===== config.mk =====
export PLATFORM = sky130hd
export DESIGN_NAME = stripe_buffer
export DESIGN_NICKNAME = d
export VERILOG_FILES = /design/src/rtl/stripe_pkg.sv /design/src/rtl/stripe_strobe_sync.sv /design/src/rtl/stripe_track.sv /design/src/rtl/stripe_read_seq.sv /design/src/rtl/stripe_buffer.sv
export SDC_FILE = /design/constraint.sdc
export NUM_CORES = 2
export LEC_CHECK = 0
export ABC_CLOCK_PERIOD_IN_PS = 3580
export BUFFER_PORTS_ARGS = -buffer_cell sky130_fd_sc_hd__buf_4
export CORE_MARGIN = 8
export CORE_UTILIZATION = 45
export DETAILED_ROUTE_END_ITERATION = 6
export GPL_ROUTABILITY_DRIVEN = 1
export HOLD_SLACK_MARGIN = 0.1
export PLACE_DENSITY = 0.64
export SYNTH_ARGS = -nofsm -noshare
export SYNTH_HDL_FRONTEND = slang
export SYNTH_SLANG_ARGS = --single-unit

===== constraint.sdc =====
create_clock -name clk -period 3.58 [get_ports clk]
set_input_delay 0 -clock clk [delete_from_list [all_inputs] [get_ports clk]]
set_output_delay 0 -clock clk [all_outputs]
set_load 0.02 [all_outputs]

===== src/rtl/stripe_pkg.sv =====
package stripe_pkg;
  typedef enum logic [1:0] {
    PH_CAPTURE = 2'd0,
    PH_HANDSHK = 2'd1,
    PH_READOUT = 2'd2,
    PH_SPENT   = 2'd3
  } phase_t;
endpackage


===== src/rtl/stripe_strobe_sync.sv =====
module stripe_strobe_sync (
  input  logic clk,
  input  logic rst_n,
  input  logic strobe_n,
  output logic rise_o
);
  logic s1, s2, s3;

  always_ff @(posedge clk or negedge rst_n) begin
    if (!rst_n) begin
      s1 <= 1'b1;
      s2 <= 1'b1;
      s3 <= 1'b1;
    end else begin
      s1 <= strobe_n;
      s2 <= s1;
      s3 <= s2;
    end
  end

  assign rise_o = s2 & ~s3;
endmodule


===== src/rtl/stripe_track.sv =====
module stripe_track #(
  parameter int TRACK_BITS = 608
) (
  input  logic                          clk,
  input  logic                          rst_n,
  input  logic                          en,
  input  logic                          valid,
  input  logic                          bit_i,
  input  logic [$clog2(TRACK_BITS)-1:0] rd_off,
  output logic                          has_data,
  output logic                          rd_bit
);
  localparam int OW = $clog2(TRACK_BITS);
  localparam int CW = $clog2(TRACK_BITS + 1);

  logic [TRACK_BITS-1:0] mem;
  logic [CW-1:0]         fill;
  logic                  wr;

  assign wr = en && valid && (fill != '0 || bit_i) && (fill < CW'(TRACK_BITS));

  always_ff @(posedge clk or negedge rst_n) begin
    if (!rst_n) fill <= '0;
    else if (wr) fill <= fill + 1'b1;
  end

  always_ff @(posedge clk) begin
    if (wr) mem[fill[OW-1:0]] <= bit_i;
  end

  assign has_data = (fill != '0);
  assign rd_bit   = (CW'(rd_off) < fill) ? mem[rd_off] : 1'b0;


  fill_cap_chk: assert property (@(posedge clk) disable iff (!rst_n)
    fill <= CW'(TRACK_BITS));

  closed_hold_chk: assert property (@(posedge clk) disable iff (!rst_n)
    !en |=> $stable(fill));

  lead_zero_chk: assert property (@(posedge clk) disable iff (!rst_n)
    (fill == '0 && !bit_i) |=> fill == '0);
endmodule


===== src/rtl/stripe_read_seq.sv =====
module stripe_read_seq #(
  parameter int NUM_TRACKS  = 3,
  parameter int TRACK_BITS  = 608,
  parameter int ROUND_TRIPS = 4
) (
  input  logic                          clk,
  input  logic                          rst_n,
  input  logic                          start,
  input  logic                          step,
  output logic [$clog2(NUM_TRACKS)-1:0] trk_o,
  output logic [$clog2(TRACK_BITS)-1:0] off_o,
  output logic                          done_o
);
  localparam int KW = $clog2(NUM_TRACKS);
  localparam int OW = $clog2(TRACK_BITS);
  localparam int TW = $clog2(ROUND_TRIPS + 1);

  logic          backward;
  logic [TW-1:0] trips;

  always_ff @(posedge clk or negedge rst_n) begin
    if (!rst_n) begin
      trk_o <= '0; off_o <= '0; backward <= 1'b0; trips <= '0; done_o <= 1'b0;
    end else if (start) begin
      trk_o <= '0; off_o <= '0; backward <= 1'b0; trips <= '0; done_o <= 1'b0;
    end else if (step && !done_o) begin
      if (!backward) begin
        if (off_o == OW'(TRACK_BITS - 1)) begin
          if (trk_o == KW'(NUM_TRACKS - 1)) backward <= 1'b1;
          else begin
            trk_o <= trk_o + 1'b1;
            off_o <= '0;
          end
        end else off_o <= off_o + 1'b1;
      end else begin
        if (off_o == '0) begin
          if (trk_o == '0) begin
            backward <= 1'b0;
            trips    <= trips + 1'b1;
            if (trips + 1'b1 == TW'(ROUND_TRIPS)) done_o <= 1'b1;
          end else begin
            trk_o <= trk_o - 1'b1;
            off_o <= OW'(TRACK_BITS - 1);
          end
        end else off_o <= off_o - 1'b1;
      end
    end
  end


  trk_range_chk: assert property (@(posedge clk) disable iff (!rst_n)
    trk_o < KW'(NUM_TRACKS));

  trip_bound_chk: assert property (@(posedge clk) disable iff (!rst_n)
    trips <= TW'(ROUND_TRIPS));
endmodule


===== src/rtl/stripe_buffer.sv =====
module stripe_buffer #(
  parameter int NUM_TRACKS  = 3,
  parameter int TRACK_BITS  = 608,
  parameter int ROUND_TRIPS = 4
) (
  input  logic                  clk,
  input  logic                  rst_n,
  input  logic [NUM_TRACKS-1:0] in_valid,
  input  logic [NUM_TRACKS-1:0] in_bit,
  output logic [NUM_TRACKS-1:0] in_ready,
  input  logic                  card_end,
  input  logic                  strobe_n,
  output logic                  data_o,
  output logic [1:0]            phase_o
);
  import stripe_pkg::*;

  localparam int KW = $clog2(NUM_TRACKS);
  localparam int OW = $clog2(TRACK_BITS);

  phase_t                phase;
  logic                  hs_seen;
  logic                  rise, start, step, seq_done;
  logic [KW-1:0]         rd_trk;
  logic [OW-1:0]         rd_off;
  logic [NUM_TRACKS-1:0] has_data, trk_bit;
  logic                  cur_bit, capturing;

  assign capturing = (phase == PH_CAPTURE);
  assign in_ready  = {NUM_TRACKS{capturing}};

  stripe_strobe_sync u_sync (
    .clk(clk), .rst_n(rst_n), .strobe_n(strobe_n), .rise_o(rise)
  );

  for (genvar t = 0; t < NUM_TRACKS; t++) begin : g_trk
    stripe_track #(.TRACK_BITS(TRACK_BITS)) u_trk (
      .clk(clk), .rst_n(rst_n), .en(capturing),
      .valid(in_valid[t]), .bit_i(in_bit[t]), .rd_off(rd_off),
      .has_data(has_data[t]), .rd_bit(trk_bit[t])
    );
  end

  assign start = (phase == PH_HANDSHK) && rise && hs_seen;
  assign step  = (phase == PH_READOUT) && rise;

  stripe_read_seq #(
    .NUM_TRACKS(NUM_TRACKS), .TRACK_BITS(TRACK_BITS), .ROUND_TRIPS(ROUND_TRIPS)
  ) u_seq (
    .clk(clk), .rst_n(rst_n), .start(start), .step(step),
    .trk_o(rd_trk), .off_o(rd_off), .done_o(seq_done)
  );

  always_ff @(posedge clk or negedge rst_n) begin
    if (!rst_n) begin
      phase   <= PH_CAPTURE;
      hs_seen <= 1'b0;
    end else begin
      unique case (phase)
        PH_CAPTURE: if (card_end && |has_data) begin
          phase   <= PH_HANDSHK;
          hs_seen <= 1'b0;
        end
        PH_HANDSHK: if (rise) begin
          if (hs_seen) phase <= PH_READOUT;
          hs_seen <= 1'b1;
        end
        PH_READOUT: if (seq_done) phase <= PH_SPENT;
        PH_SPENT:   phase <= PH_SPENT;
        default:    phase <= PH_CAPTURE;
      endcase
    end
  end

  assign cur_bit = trk_bit[rd_trk];

  always_comb begin
    unique case (phase)
      PH_HANDSHK: data_o = 1'b0;
      PH_READOUT: data_o = seq_done ? 1'b1 : ~cur_bit;
      default:    data_o = 1'b1;
    endcase
  end

  assign phase_o = phase;


  spent_sticky_chk: assert property (@(posedge clk) disable iff (!rst_n)
    phase == PH_SPENT |=> phase == PH_SPENT);

  readout_hold_chk: assert property (@(posedge clk) disable iff (!rst_n)
    (phase == PH_READOUT && !step && !seq_done) |=> $stable(data_o));

  handshake_path_chk: assert property (@(posedge clk) disable iff (!rst_n)
    phase == PH_HANDSHK |=> (phase == PH_HANDSHK || phase == PH_READOUT));
endmodule


After elaboration in Yosys (flattened, before gate mapping)
Index checks and enable logic that the tools add are counted. Widths: inputs -> output; s select.

Add/sub/neg operators: 8. Order comparisons: 14. Equal/unequal tests: 15. Multiplexer cells: 62. Bitwise logic cells: 3. Reduce and logical (&&, ||, !) cells: 41.

Operators by type and width (count): $bwmux 608 (3); $mux 10 (7); $lt 10x11->1 const B (4); $add 10x1->10 const B (4); $bmux 1 s10 (3); $demux 1 s10 (3); $ge 10x1->1 const B (3); $lt 10x10->1 (3); $lt 10x10->1 const B (3); $reduce_bool 10->1 (3); $mux 1 (26); $mux 2 (11); $logic_and 1x1->1 (17); $mux 3 (5); $reduce_bool 2->1 (6); $eq 10x10->1 const B (1); $logic_not 10->1 (1); $reduce_and 5->1 (2); $sub 10x1->10 const B (1); $pmux 2 s4 (1); $reduce_and 4->1 (2); $eq 2x2->1 const B (3); $ne 2x2->1 const B (3); $ne 3x3->1 const B (2); other kinds (20) (26).

Register bits after elaboration: 1877. Bits of input ports: 10. Output and inout port bits: 6. Word-level logic and storage cells: 159.

Longest topological paths before layout
Word-level depth: 8. Gate-level depth with buffers: 16.

Modules after synthesis
From an unflattened synthesis, not the netlist that was laid out.

Cell total of the unflattened synthesis: 5851. Area total of the unflattened synthesis: 83074.7 µm².

Modules (own cells, without submodules): stripe_track (g_trk[0].u_trk ...) (times used 2, cells an instance 1886, area each 27213.6 µm²); stripe_track (g_trk[2].u_trk) (times used 1, cells an instance 1884, area each 26939.6 µm²); stripe_read_seq (times used 1, cells an instance 168, area each 1407.6 µm²); stripe_buffer (times used 1, cells an instance 23, area each 207.7 µm²); stripe_strobe_sync (times used 1, cells an instance 4, area each 92.6 µm²).

Worst setup path before layout
Ideal clock, no wire load.

Path kind: register -> register. Start: reg u_seq.off_o[0]. End: reg u_seq.off_o[4]. Arrival: 3.318 ns. Required time: 3.486 ns. Slack: 0.168 ns. Cell stages (with the launch flop): 17. Path buffers: 6. Path through: dfrtp_1 > buf_6 > buf_4 > buf_6 > buf_4 > buf_4 > buf_4 > inv_1 > ha_1 > nor3b_1 > and4_1 > a31oi_1 > o21a_1 > nor2_1 > nor3_1 > mux4_2 > a211oi_1.

Longest elaborated chain between the ends: 5.

Ends and longest elaborated chain: start, declared (RTL line stripe_read_seq.sv:11) `output logic [$clog2(TRACK_BITS)-1:0] off_o,`; start signal, assigned (RTL line stripe_read_seq.sv:34) `end else off_o <= off_o + 1'b1;`; start signal, assigned (RTL line stripe_read_seq.sv:43) `off_o <= OW'(TRACK_BITS - 1);`; start signal, assigned (RTL line stripe_read_seq.sv:45) `end else off_o <= off_o - 1'b1;`; $add 10x1->10, or another cell as far along (RTL line stripe_read_seq.sv:34); $mux 10 (on tied branches) (RTL line stripe_read_seq.sv:28, stripe_read_seq.sv:36); $mux 10 (RTL line stripe_read_seq.sv:27) `if (!backward) begin`; $mux 10 (RTL line stripe_read_seq.sv:26) `end else if (step && !done_o) begin`; $mux 10 (RTL line stripe_read_seq.sv:24) `end else if (start) begin`.

Several ways; a longest one is shown, not always the timed one. The select of a mux whose other input is x is not followed. A chain may end at the register's enable or synchronous reset.

Final worst setup path
Start: reg u_seq.off_o[0]. End: out data_o.

Longest elaborated chain between the ends: 8.

Ends and longest elaborated chain: $bmux 1 s10 (RTL line stripe_track.sv:32) `assign rd_bit = (CW'(rd_off) < fill) ? mem[rd_off] : 1'b0;`; $mux 1 (implied by the code) (RTL line stripe_track.sv:32); $mux 1 (RTL line stripe_track.sv:32); $bmux 1 s2 (*) (RTL line stripe_buffer.sv:75) `assign cur_bit = trk_bit[rd_trk];`; $mux 1 (implied by the code) (*) (RTL line stripe_buffer.sv:75); $not 1->1 (*) (RTL line stripe_buffer.sv:80) `PH_READOUT: data_o = seq_done ? 1'b1 : ~cur_bit;`; $mux 1 (*) (RTL line stripe_buffer.sv:80); $pmux 1 s2 (*) (RTL line stripe_buffer.sv:78) `unique case (phase)`; end, declared (RTL line stripe_buffer.sv:13) `output logic data_o,`.

Every way passes the cells marked *; elsewhere a longest branch is shown, timed or not. The select of a mux whose other input is x is not followed.

==> results.py <==
metrics = {
    "global_routing": {
        "first_pass_grt_wire_length_mm": 340,
        "grtUsageTotal_pct": 23.1,
        "maximum_number_of_pins_on_one_net_before_global_route_repair": 251,
        "grt_pass1_vias": 50500,
        "antenna_violations_before_repair": 4,
        "grt_util_met1_pct": 31.4,
        "grt_use_met2_pct": 37.2,
        "grt.overflow.total": 0,
        "globalRoute.busiestLayer": "met2",
        "grt_util_met3_pct": 4.45,
    },
    "timing": {
        "number_of_hold_violations_in_the_final_report": 0,
        "setup_repair_after_global_routing_missed_its_margin": "yes",
        "timing_worst_slew_pin_value_ns": 1.23,
        "final_layout_setup_total_negative_slack_ns": -0.947,
        "final-setup-viol-count": 1,
        "fin_ws_ns": -0.947,
        "timing.final.crit_period_ns": 4.53,
        "slew_headroom_pct": 18.0,
        "number_of_max_slew_violations_in_the_final_report": 0,
        "min_period_over_period_pct": 126,
        "worst_clock_skew_ns": 0.0670,
        "fmaxAchievable_ghz": 0.221,
    },
    "run_status": {
        "status": "finished with violations",
        "violations": "negative setup slack",
    },
    "power": {
        "power.leakage_nw": 28.8,
        "power_per_cell_area_mw_per_mm2": 630,
        "report.power.total_w": 0.0596,
        "vdd_ir_drop_max_mv": 0.530,
    },
    "synthesis": {
        "area_of_the_mapped_netlist_mm2": 0.0821,
        "syn_nets": 5828,
        "synthArstFlopShare_pct": 2.82,
        "synth_flop_cell": "edfxtp_1",
        "postSynthAreaPerCell_um2": 14.2,
        "synth_edf_count": 1824,
        "synth-warning-count": 0,
        "sequential_to_total_area_share_from_yosys_stat_pct": 68.3,
        "syn-instance-count": 5775,
        "ys_ff_latch": 1877,
        "netlist-cell-type-count": 78,
    },
    "setup_path": {
        "worst_ep_arrival_time_ns": 4.53,
        "ff2ff_setup_slack_ns": 0.17,
        "endpoint_kind": "output port",
        "regToRegEndpoint": "g_trk[2].u_trk.mem[442]",
        "cp-start-kind": "flop",
        "crit-reg2reg-launch": "phase_o[0]",
        "timing.critical_path.fanout_max": 9,
        "setup.worst_path.class": "flop to output port",
        "rr_worst_depth": 9,
        "worst_ep_required_time_ns": 3.58,
    },
    "routing": {
        "wl_per_cell_um": 27.2,
        "drt.antenna.violating_nets": 0,
        "route.detailed.vias_per_inst": 6.02,
        "drtPass1Iterations": 6,
        "final_wl_mm": 233,
        "drtIter0Drc": 6927,
        "drc": 0,
        "dr_total_vias": 51300,
    },
    "hold_path": {
        "timing.hold.worst.class": "input port to flop",
        "number_of_stages_on_the_worst_hold_path": 2,
        "hold_end": "g_trk[0].u_trk.mem[85]",
        "hp-start": "in_bit[0]",
    },
    "place": {
        "post-dp-hpwl_mm": 140,
        "gp_congestion": 0.885,
        "dpl_cell_area_mm2": 0.0875,
        "io_buffers": 15,
        "worst_case_setup_slack_after_placement_ns": -0.611,
    },
    "die": {
        "core-area_mm2": 0.182,
        "core.rowCount": 157,
        "ioPinCount": 16,
        "die_h_um": 443,
        "design.die.area_mm2": 0.196,
        "chipWidth_um": 443,
        "initial_utilization_pct": 45.1,
    },
    "cts": {
        "cts.path.max_buffers": 3,
        "clk-insertion-delay-late_ns": 0.85,
        "cell_at_the_root_of_the_clock_tree": "clkbuf_16",
        "cts.sinks": 1877,
        "htree_num_levels": 4,
        "cts_tree": "done",
        "clk_transition_reported_paths_ns": 0.06,
        "cts-buffers-inserted": 192,
    },
    "finish": {
        "final_nets": 6045,
        "layout-drive-gt1-share_pct": 19.8,
        "flow.area_growth_from_synthesis_pct": 15.1,
        "design_area_mm2": 0.0946,
        "ant_diodes": 0,
    },
    "job": {
        "max_cap_viols": 0,
    },
}
-- sequential cells by signal, summed over array words and instances (netlist names) --
| name | cells |
|---|---|
| g_trk.u_trk.mem | 1824 |
| u_seq.off_o | 10 |
| u_sync.s3 | 1 |
| u_seq.done_o | 1 |
| g_trk.u_trk.fill | 30 |
| u_sync.s1 | 1 |
| u_seq.trips | 3 |
| u_seq.backward | 1 |
| phase_o | 2 |
| u_seq.trk_o | 2 |
| u_sync.s2 | 1 |
| hs_seen | 1 |
-- cells in the mapped netlist (5+ instances only) --
master,instances,area (um2)
nor2_1,1891,7100
edfxtp_1,1824,54800
mux4_2,381,8580
clkbuf_1,368,1380
nand2_1,217,815
mux2i_1,152,1520
a22oi_1,124,931
a21oi_1,60,300
dfrtp_1,50,1250
nand3_1,47,235
nor3_1,45,225
ha_1,43,538
buf_2,42,210
inv_1,38,143
o21ai_0,36,180
a211oi_1,35,263
a22o_1,35,307
buf_4,34,255
buf_6,30,338
xnor2_1,24,210
o22ai_1,23,144
a221oi_1,20,175
a31oi_1,19,119
and2_1,18,113
nand4_1,18,113
nor2b_1,12,75.1
mux4_1,11,289
nand2b_1,11,68.8
o221ai_1,11,96.3
a21o_1,9,67.6
o31ai_1,9,67.6
a2111oi_0,7,61.3
and3_1,7,43.8
buf_1,7,26.3
nor4_1,7,43.8
o21a_1,6,45.0
or3_1,6,37.5
a32oi_1,5,43.8
buf_12,5,100
mux2_2,5,56.3
nor3b_1,5,37.5
xor2_1,5,43.8
-- layer usage --
metal / wire, um / up-vias
met5: 27 / -
met4: 9740 / 4
met3: 21800 / 521
met2: 110000 / 2507
met1: 90900 / 26500
li1: - / 21800
-- final cells by class --
| cell class | count | area (um2) |
|---|---|---|
| fillers | 15000 | 87700 |
| flip-flops and latches | 1877 | 56100 |
| multi-input cells | 3371 | 23900 |
| repair buffers | 510 | 5370 |
| clock buffers | 256 | 5130 |
| well taps | 2385 | 2980 |
| clock inverters | 96 | 868 |
| inverters | 40 | 150 |
-- worst max-delay path by stage --
stage	start	end	slack (ns)	cells after the start
2_1_floorplan	u_seq.off_o[0]	u_seq.off_o[4]	0.17	16
3_3_place_gp	u_seq.off_o[0]	data_o	-0.60	14
3_5_place_dp	u_seq.off_o[0]	data_o	-0.61	14
4_1_cts	u_seq.off_o[0]	data_o	-0.99	12
5_1_grt	u_seq.off_o[0]	data_o	-1.03	12
6_report	u_seq.off_o[0]	data_o	-0.95	14
-- cells by family (layout without fill, tap and decap cells) --
group | after synthesis | count (layout) | synth area share [%]
AO/OA/AOI/OAI | 437 | 437 | 3.85
buffers and inverters | 527 | 902 | 3.01
AND/OR/NAND/NOR | 2313 | 2313 | 11.2
flip-flops | 1877 | 1877 | 68.3
XOR/XNOR | 29 | 29 | 0.309
adder cells (fa/ha/maj) | 43 | 43 | 0.655
multiplexers | 549 | 549 | 12.7
-- where the power goes --
part	switching (W)	internal [W]
clock	0.00854	0.0108
sequential	0.000122	0.0241
combinational	0.00829	0.00773
total	0.0169	0.0426
-- per-stage QoR --
step	hold WS (ns)	cells	util, %
global placement	0.156	8152	48.0
finish	0.150	8535	51.9
CTS	0.109	8536	51.9
floorplan	-0.296	5775	-
global route	0.151	8535	51.9
detailed placement	0.159	8152	48.0
-- layout by cell type (no fill, tap or decap), types with 12 or more instances in the layout --
cell / instances
nand3_1: 46
buf_4: 378
xnor2_1: 24
clkinv_2: 25
nand4_1: 18
dfrtp_1: 43
dlygate4sd3_1: 13
nand2_1: 216
nor3_1: 45
a22o_1: 35
a221oi_1: 14
mux4_2: 381
clkbuf_1: 57
a211oi_1: 28
a21oi_1: 54
a31oi_1: 17
ha_1: 43
mux2i_1: 152
buf_16: 12
and2_1: 17
clkinv_1: 40
o21ai_0: 31
clkbuf_16: 193
buf_12: 84
nor2_1: 1889
edfxtp_1: 1824
inv_1: 38
a22oi_1: 116
o22ai_1: 22
-- timing repair --
| item | 4_1_cts | 5_1_grt |
|---|---|---|
| hold endpoints to repair | 1158 | 0 |
| setup endpoints to repair | 1 | 2 |
| hold buffers | 14 | 0 |
| pin swaps | 18 | 6 |
| buffers inserted | 12 | 0 |
| gates cloned | 8 | 0 |
| resized for setup | 85 | 14 |
-- critical path, cell delays in order, from the launching register on --
cell and delay (ns):
dfrtp_4 0.45, buf_12 0.18, buf_16 0.18, buf_4 0.24
mux4_1 0.59, and3_1 0.20, a31oi_1 0.23, a41oi_1 0.26
nor4_1 0.28, buf_4 0.17, or4b_2 0.14, o2111ai_4 0.14
nor3_4 0.34, buf_4 0.17, buf_6 0.10
No activity file was read; power rests on OpenSTA's default activity.
